$ cat src/rtl/tri_addr_i2c_slave.sv
module tri_addr_i2c_slave (
  input  logic       clk,
  input  logic       rst_n,
  input  logic       en,
  input  logic [6:0] addr_1,
  input  logic [6:0] addr_2,
  input  logic [6:0] addr_3,
  input  logic       scl_in,
  input  logic       sda_in,
  output logic       sda_pull,
  input  logic [7:0] tx_byte,
  input  logic       reg_rd,
  input  logic       reg_wr,
  input  logic       reg_sel,
  input  logic [1:0] wr_data,
  input  logic       buf_wr,
  output logic [7:0] rd_data
);
  localparam logic [2:0] S_IDLE = 3'd0, S_ADDR = 3'd1, S_AACK = 3'd2, S_RX = 3'd3,
                         S_DACK = 3'd4, S_TX = 3'd5, S_MACK = 3'd6, S_HOLD = 3'd7;

  logic [2:0] scl_q, sda_q;
  logic [2:0] st;
  logic [3:0] cnt;
  logic [6:0] sh;
  logic       rw, oe, wr_seen, pend, arm, bus_busy;
  logic       nack_err, berr, busy_w, wmode, wcnt;
  logic [2:0] wf, rf;

  always_ff @(posedge clk or negedge rst_n)
    if (!rst_n) begin
      scl_q <= 3'b111;
      sda_q <= 3'b111;
    end else begin
      scl_q <= {scl_q[1:0], scl_in};
      sda_q <= {sda_q[1:0], sda_in};
    end

  logic sda, rise, fall, start_ev, stop_ev, misplaced, hw_set;
  logic [7:0] abyte;
  logic h1, h2, h3;
  logic [1:0] idx;

  assign sda       = sda_q[1];
  assign rise      = scl_q[1] & ~scl_q[2];
  assign fall      = ~scl_q[1] & scl_q[2];
  assign start_ev  = scl_q[1] & scl_q[2] & sda_q[2] & ~sda_q[1];
  assign stop_ev   = scl_q[1] & scl_q[2] & ~sda_q[2] & sda_q[1];
  assign misplaced = (st == S_ADDR || st == S_RX || st == S_TX) && cnt > 4'd1;
  assign hw_set    = en & (start_ev | stop_ev) & wr_seen;
  assign abyte     = {sh, sda};
  assign h1        = abyte[7:1] == addr_1;
  assign h2        = abyte[7:1] == addr_2;
  assign h3        = abyte[7:1] == addr_3;
  assign idx       = h1 ? 2'd0 : (h2 ? 2'd1 : 2'd2);
  assign sda_pull  = oe;
  assign rd_data   = reg_sel ? {6'b0, busy_w, wmode} : {nack_err, berr, wf, rf};

  always_ff @(posedge clk or negedge rst_n)
    if (!rst_n) begin
      st <= S_IDLE; cnt <= '0; sh <= '0; rw <= 1'b0; oe <= 1'b0;
      wr_seen <= 1'b0; pend <= 1'b0; arm <= 1'b0; bus_busy <= 1'b0;
      nack_err <= 1'b0; berr <= 1'b0; wf <= '0; rf <= '0;
    end else if (!en) begin
      st <= S_IDLE; cnt <= '0; oe <= 1'b0;
      wr_seen <= 1'b0; pend <= 1'b0; arm <= 1'b0; bus_busy <= 1'b0;
      nack_err <= 1'b0; berr <= 1'b0; wf <= '0; rf <= '0;
    end else begin
      if (reg_rd && !reg_sel) begin
        nack_err <= 1'b0;
        berr     <= 1'b0;
        if (!bus_busy) begin
          wf <= '0;
          rf <= '0;
        end
      end
      if (start_ev || stop_ev) begin
        if (misplaced) berr <= 1'b1;
        pend     <= 1'b0;
        arm      <= 1'b0;
        wr_seen  <= 1'b0;
        oe       <= 1'b0;
        cnt      <= '0;
        st       <= start_ev ? S_ADDR : S_IDLE;
        bus_busy <= start_ev;
      end else if (rise) begin
        if (pend) begin
          arm  <= 1'b1;
          pend <= 1'b0;
        end
        case (st)
          S_ADDR: begin
            sh  <= abyte[6:0];
            cnt <= cnt + 4'd1;
            if (cnt == 4'd7) begin
              if ((h1 | h2 | h3) && !busy_w) begin
                st <= S_AACK;
                rw <= sda;
                if (sda) rf[idx] <= 1'b1;
                else begin
                  wf[idx] <= 1'b1;
                  wr_seen <= 1'b1;
                end
              end else begin
                st <= S_HOLD;
              end
            end
          end
          S_RX: begin
            cnt <= cnt + 4'd1;
            if (cnt == 4'd7) st <= S_DACK;
          end
          S_TX: begin
            cnt <= cnt + 4'd1;
            if (cnt == 4'd7) st <= S_MACK;
          end
          S_MACK: begin
            if (cnt == 4'd9) begin
              if (sda) begin
                pend <= 1'b1;
                st   <= S_HOLD;
              end else begin
                cnt <= 4'd10;
              end
            end
          end
          default: ;
        endcase
      end else if (fall) begin
        if (arm) begin
          nack_err <= 1'b1;
          arm      <= 1'b0;
        end
        case (st)
          S_AACK, S_DACK: begin
            if (cnt == 4'd8) begin
              oe  <= 1'b1;
              cnt <= 4'd9;
            end else begin
              cnt <= '0;
              if (st == S_AACK && rw) begin
                sh <= tx_byte[6:0];
                oe <= ~tx_byte[7];
                st <= S_TX;
              end else begin
                oe <= 1'b0;
                st <= S_RX;
              end
            end
          end
          S_TX: begin
            oe <= ~sh[6];
            sh <= {sh[5:0], 1'b0};
          end
          S_MACK: begin
            if (cnt == 4'd8) begin
              oe  <= 1'b0;
              cnt <= 4'd9;
            end else if (cnt == 4'd10) begin
              sh  <= tx_byte[6:0];
              oe  <= ~tx_byte[7];
              st  <= S_TX;
              cnt <= '0;
            end
          end
          default: ;
        endcase
      end
    end

  always_ff @(posedge clk or negedge rst_n)
    if (!rst_n) begin
      busy_w <= 1'b0;
      wmode  <= 1'b0;
      wcnt   <= 1'b0;
    end else if (hw_set) begin
      busy_w <= 1'b1;
      wcnt   <= 1'b0;
    end else if (reg_wr && reg_sel) begin
      wcnt <= 1'b0;
      if (wr_data[0] != wmode) begin
        wmode  <= wr_data[0];
        busy_w <= 1'b1;
      end else if (!wr_data[1]) begin
        busy_w <= 1'b0;
      end
    end else if (wmode && busy_w && buf_wr) begin
      if (wcnt) begin
        busy_w <= 1'b0;
        wcnt   <= 1'b0;
      end else begin
        wcnt <= 1'b1;
      end
    end
endmodule


$ cat config.mk
export PLATFORM = sky130hd
export DESIGN_NAME = tri_addr_i2c_slave
export DESIGN_NICKNAME = d
export VERILOG_FILES = /design/src/rtl/tri_addr_i2c_slave.sv
export SDC_FILE = /design/constraint.sdc
export NUM_CORES = 1
export LEC_CHECK = 0
export ABC_CLOCK_PERIOD_IN_PS = 2029
export BUFFER_PORTS_ARGS = -buffer_cell sky130_fd_sc_hd__buf_2
export CORE_MARGIN = 1
export CORE_UTILIZATION = 40
export CTS_CLUSTER_SIZE = 10
export DETAILED_ROUTE_END_ITERATION = 6
export SYNTH_ARGS = -nofsm -noshare
export SYNTH_HDL_FRONTEND = slang
export SYNTH_SLANG_ARGS = --single-unit
$ cat constraint.sdc
create_clock -name clk -period 2.03 [get_ports clk]
set_input_delay 0.203 -clock clk [delete_from_list [all_inputs] [get_ports clk]]
set_output_delay 0.203 -clock clk [all_outputs]
set_load 0.03 [all_outputs]
==> run_results.csv, run 1 <==
group,metric,value,unit
run_status,outcome,"finished clean",
clock_tree,clk-insertion-delay-late,290,ps
logic_synthesis,ys.flop_type,"dfrtp_1",
worst_setup_path,rr_startpoint,"scl_q[2]",
drt,wl_met2,3040,µm
drt,met1_length,2920,µm
logic_synthesis,yosysUniqueCellTypes,57,
logic_synthesis,avgSynthCellArea,9.74,µm²
worst_setup_path,path_class,"register to register",
drt,first_pass_iters,4,
timing,period_share,98.0,%
drt,wl,6300,µm
worst_setup_path,worstRegToRegCells,7,
timing,rsz0062_at_grt,"yes",
timing,tightest_slew,841,ps
die,num_rows,28,
logic_synthesis,synth_top_area_cell,"dfrtp_1",
logic_synthesis,synth_async_sr_flop_share,100,%
logic_synthesis,synth_top_area_share,30.6,%
final_layout,multi_input_area,1600,µm²
final_layout,nFillCells,546,
drt,drc,0,
drt,first_iter_violations,164,
pwr,p_leak,0.00148,µW
worst_setup_path,required,2250,ps
final_layout,seqCellArea,940,µm²
final_layout,syn_to_final_growth,29.5,%
timing,setup_viol,0,
logic_synthesis,synth_edf_count,0,
drt,route.met3.wl,261,µm
timing,finalHoldViolations,0,
clock_tree,cts_sinks,37,
logic_synthesis,yosys_warnings,0,
die,io_pins,49,
clock_tree,numCtsBuffers,5,
die,fp.dieW,81.6,µm
die,die_area,6650,µm²
drt,maxUsedRoutingLayer,"met4",
final_layout,layout-drive-gt1-share,41.7,%
final_layout,final_cell_mix,"buf_2 (48), buf_4 (30), dfrtp_1 (26)",
hold_path,hold_path_class,"input pin to async pin",
logic_synthesis,ys_top_cells_by_area,"dfrtp_1 (31%), mux2_2 (8.4%), dfstp_2 (6.2%)",
clock_tree,htreeDepth,2,
die,coreArea,6030,µm²
global_routing,antenna_found_initial,0,
final_layout,final_common_cell,"buf_2",
placement,numPortBuffers,48,
pwr,total_power,2410,µW
global_routing,grt_pass1_vias,2207,
placement,place_congestion,0.815,
clock_tree,cts_tree,"yes",
final_layout,finalNonFillerCells,411,
worst_setup_path,crit_path_end_kind,"register",
worst_setup_path,r2r_setup_slack,40,ps
timing,maxSlewViolCount,0,
timing,slew_headroom,43.9,%
clock_tree,cts.clk_slew.worst_paths,80,ps
timing,min_period,1990,ps
global_routing,grt_start_max_net_pins,38,
die,start_util,42.0,%
worst_setup_path,rr_endpoint,"cnt[2]",
logic_synthesis,yosysSeqAreaShare,36.9,%
worst_setup_path,start_kind,"register",
pwr,power.density,734,nW/µm²
timing,timing.hold.ws,12.5,ps
final_layout,nets,383,
flow_run,cap_violations,0,
logic_synthesis,syn-num-nets,308,
worst_setup_path,crit_fanout,5,
timing,clock_skew,5.48,ps
global_routing,track_usage,21.6,%
logic_synthesis,synth_area,2530,µm²
clock_tree,clock_path_buffers,2,
die,die_height,81.6,µm
clock_tree,cts_root_buffer,"clkbuf_8",
placement,dp_hpwl,4710,µm
global_routing,gr-total-overflow,0,
logic_synthesis,synth-seq-cells,37,
drt,viasPerCell,5.45,
drt,routedWlPerCell,15.3,µm
global_routing,grt_pass1_wl,10900,µm
pwr,ir_drop,0.405,mV
logic_synthesis,synth_cells,260,
drt,dr_total_vias,2238,
final_layout,antenna_cells,0,
placement,postPlaceCellArea,3020,µm²
final_layout,design_area,3280,µm²
placement,dp.cells,398,
worst_setup_path,cp_data_arrival_time,2210,ps
timing,clock.fmax,503,MHz
drt,ant_nets,0,
worst max-delay path by stage:
stage	slack [ps]	cells after the start	startpoint	endpoint
after floorplan	2	8	scl_q[2]	cnt[2]
after global placement	-20	8	scl_q[2]	cnt[2]
after detailed placement	-70	8	scl_q[2]	cnt[2]
after CTS	-0.6	7	scl_q[2]	cnt[2]
after global routing	-60	5	sh[0]	rf[1]
final	40	7	scl_q[2]	cnt[2]
cell families after synthesis:
family	after synthesis	share of synthesized area [%]
buf+inv	24	4.35
simple gates	85	19.9
fa+ha+maj	8	3.95
mux	22	9.63
flops	37	36.9
compound gates	59	16.7
xor+xnor	25	8.65
final cells by class:
| type | count | share of cell area [%] |
|---|---|---|
| Clock inverter | 2 | 0.420 |
| Inverter | 10 | 1.14 |
| Multi-Input combinational cell | 199 | 48.6 |
| Timing Repair Buffer | 82 | 15.8 |
| Tap cell | 75 | 2.86 |
| Sequential cell | 37 | 28.7 |
| Clock buffer | 6 | 2.52 |
critical path: stages, from the launching register on:
cell and delay (ps):
dfstp_2 540, inv_2 40, ha_4 170, buf_6 130
o311ai_4 280, a22oi_2 90, or4b_4 530, a21oi_2 130
report_power, final:
group          leakage (µW)  internal (µW)  switching [µW]
Sequential         0.000466            852             165
Combinational      0.000964            441             399
Clock             0.0000512            275             274
cells in the mapped netlist, drive strengths merged, types with 7 or more instances:
library cell / instances
xor2: 16
mux2: 19
nor2b: 11
ha: 8
xnor2: 9
o21ai: 13
nand3: 7
inv: 10
nand2: 15
dfrtp: 31
buf: 9
a21oi: 10
nor2: 14
nor3: 8
layer usage:
layer  vias up  GRT usage [%]
met5         -              0
met4         0           5.96
met3         9           3.67
met2        66           34.7
met1      1068           30.0
li1       1095              -
flip-flops by register name, summed over array words and instances (netlist names), 3 cells and up:
name   flops
sda_q      3
cnt        4
scl_q      3
wf         3
st         3
rf         3
sh         7
what timing repair did:
item                                    in CTS  in global routing
gates resized for setup                      8                 15
setup buffers                                0                  3
pin swaps                                    2                  2
hold endpoints to repair                     2                  0
endpoints found under the setup margin      12                 16
hold buffers                                 2                  0
metrics by stage:
stage / TNS, ps / setup WS [ps] / util [%]
3_3_place_gp: -75.9 / -16.7 / 50.2
2_1_floorplan: 0 / 1.70 / -
6_report: 0 / 40.3 / 54.4
4_1_cts: -0.639 / -0.639 / 52.7
3_5_place_dp: -434 / -72.9 / 50.2
5_1_grt: -99.9 / -58.1 / 54.4
(Power assumes the default switching activity.)
==> run 2: changes to the inputs <==
ABC_CLOCK_PERIOD_IN_PS = 2200   (was 2029)
clock period = 2.2 ns   (was 2.03 ns; I/O delays follow)
==> run 2 against run 1 <==
Net effect:
- core utilization shrank 3.8 points
- via count shrank 5.7%
- cell area shrank 6.9%
- worst hold slack gained 5.4 ps
- register-to-register slack gained 80 ps
- clock skew is essentially flat
- sequential power shrank 7%
- global-route usage shrank 1.5 points
- combinational power shrank 22%
- wire length shrank 6.0%
- clock power shrank 6.9%
- critical endpoint unchanged
- largest power group unchanged
==> run_results.csv, run 2 (same netlist as run 1, synthesis figures left out) <==
group,metric,value,unit
worst_setup_path,crit_fanout,8,
pwr,p_seq_share,45.0,%
die,fp.dieW,81.6,µm
clock_tree,clock_path_buffers,2,
final_layout,final_cell_mix,"buf_2 (48), dfrtp_1 (30), mux2_2 (19)",
worst_setup_path,cp_data_arrival_time,2300,ps
clock_tree,cts_sinks,37,
flow_run,cap_violations,0,
final_layout,nets,366,
worst_setup_path,required,2420,ps
final_layout,layout-drive-gt1-share,34.8,%
global_routing,grt_pass1_vias,2074,
timing,setup_tns,0,ps
drt,wl,5920,µm
global_routing,grt_pass1_wl,10200,µm
worst_setup_path,crit_path_end_kind,"register",
final_layout,top_register,"sh",
final_layout,nFillCells,573,
die,io_pins,49,
placement,dp.cells,386,
final_layout,antenna_cells,0,
clock_tree,cts.clk_slew.worst_paths,80,ps
die,start_util,42.0,%
worst_setup_path,rr_startpoint,"scl_q[2]",
timing,setup_viol,0,
final_layout,syn_to_final_growth,20.5,%
final_layout,design_area,3050,µm²
die,num_rows,28,
worst_setup_path,rr_endpoint,"cnt[2]",
pwr,swShare,34.7,%
worst_setup_path,r2r_setup_slack,120,ps
clock_tree,htreeDepth,2,
global_routing,track_usage,20.2,%
die,die_height,81.6,µm
die,die_area,6650,µm²
placement,postPlaceCellArea,2920,µm²
pwr,pwr-share-clk,24.1,%
global_routing,gr-total-overflow,0,
die,coreArea,6030,µm²
pwr,p_comb_share,30.9,%
drt,first_iter_violations,76,
worst_setup_path,crit_chain,"inv_1 -> ha_4 -> buf_4 -> o311ai_2 -> a22oi_2 -> or4b_1 -> a21oi_2",
pwr,ir_drop,0.398,mV
worst_setup_path,cpMaxStageDelayCell,"dfstp_2",
drt,ant_nets,0,
placement,place_congestion,0.871,
drt,dr_total_vias,2110,
timing,slew_headroom,43.9,%
drt,first_pass_iters,4,
timing,period_share,94.3,%
final_layout,largest_reg_flops,7,
worst_setup_path,path_class,"register to register",
final_layout,finalNonFillerCells,394,
placement,dp_hpwl,4560,µm
pwr,power.density,694,nW/µm²
placement,place_ws,37.6,ps
global_routing,grt_start_max_net_pins,38,
run_status,outcome,"finished clean",
worst_setup_path,crit_path_max_incr_delay,550,ps
timing,clock.fmax,482,MHz
clock_tree,cts_root_buffer,"clkbuf_8",
pwr,p_leak,0.00137,µW
final_layout,final_common_cell,"buf_2",
clock_tree,cts_tree,"yes",
worst_setup_path,start_kind,"register",
timing,maxSlewViolCount,0,
hold_path,hold_path_class,"input pin to async pin",
timing,finalHoldViolations,0,
clock_tree,numCtsBuffers,5,
placement,numPortBuffers,48,
final_layout,largestRegisters,"sh (7), cnt (4)",
drt,viasPerCell,5.36,
pwr,p_sw,736,µW
timing,fin_ws,124,ps
timing,tightest_slew,841,ps
clock_tree,clk-insertion-delay-late,300,ps
timing,clock_skew,5.54,ps
timing,min_period,2080,ps
pwr,intPower,1380,µW
worst_setup_path,worstRegToRegCells,7,
drt,routedWlPerCell,15.0,µm
global_routing,antenna_found_initial,0,
drt,drc,0,
-- run 2: cell types whose count changed in the layout (fill, tap and decap cells not counted), sizes merged --
cell,delta
clkinv,-2
buf,-15
dlygate4sd3,-2
clkinvlp,+1
clkbuf,+1
-- run 2: worst max-delay path: cells and delay by family (launching register included) --
kind / cells / cell delay (ps)
adder cells (fa/ha/maj): 1 / 180
flip-flops: 1 / 550
AND/OR/NAND/NOR: 1 / 540
buffers and inverters: 2 / 210
AO/OA/AOI/OAI: 3 / 530
-- run 2: layout make-up --
class	instances	area, µm²	share of cell area [%]
multi-input combinational	199	1520	49.9
tap	75	93.8	3.08
clock buffer	7	86.3	2.83
clock inverter	1	7.51	0.246
inverter	10	37.5	1.23
sequential	37	935	30.6
timing repair buffer	65	368	12.1
-- run 2: repair_timing --
item	in CTS	in global routing
setup buffers	0	0
gates resized for setup	0	7
hold buffers	0	0
setup endpoints to repair	0	13
-- run 2: per-layer routing --
metal	vias up	share of wire [%]	GRT usage [%]
li1	1056	-	-
met5	-	0	0
met1	990	48	27.6
met2	57	47	32.9
met3	7	4.6	3.44
met4	0	0.90	5.26
-- run 2: worst max-delay path by stage --
| stage | from | to | depth (start not counted) |
|---|---|---|---|
| 2_1_floorplan | scl_q[2] | cnt[2] | 8 |
| 3_3_place_gp | scl_q[2] | sh[3] | 7 |
| 3_5_place_dp | scl_q[2] | sh[3] | 7 |
| 4_1_cts | scl_q[2] | cnt[2] | 7 |
| 5_1_grt | cnt[1] | cnt[2] | 7 |
| 6_report | scl_q[2] | cnt[2] | 7 |
-- run 2: power by group through the flow --
| stage | clock (µW) | sequential [µW] | combinational (µW) |
|---|---|---|---|
| after floorplan | 0 | 907 | 491 |
| after global placement | 0 | 963 | 646 |
| after detailed placement | 0 | 964 | 657 |
| after CTS | 526 | 953 | 659 |
| after global routing | 549 | 977 | 733 |
| final | 511 | 953 | 655 |
-- run 2: metrics by stage --
step / power, µW / hold WS [ps] / utilization (%)
floorplan: 1400 / -75.6 / -
detailed placement: 1620 / 328 / 48.5
global route: 2260 / 2.81 / 50.6
global placement: 1610 / 326 / 48.5
CTS: 2140 / 10.0 / 50.0
finish: 2120 / 17.9 / 50.6
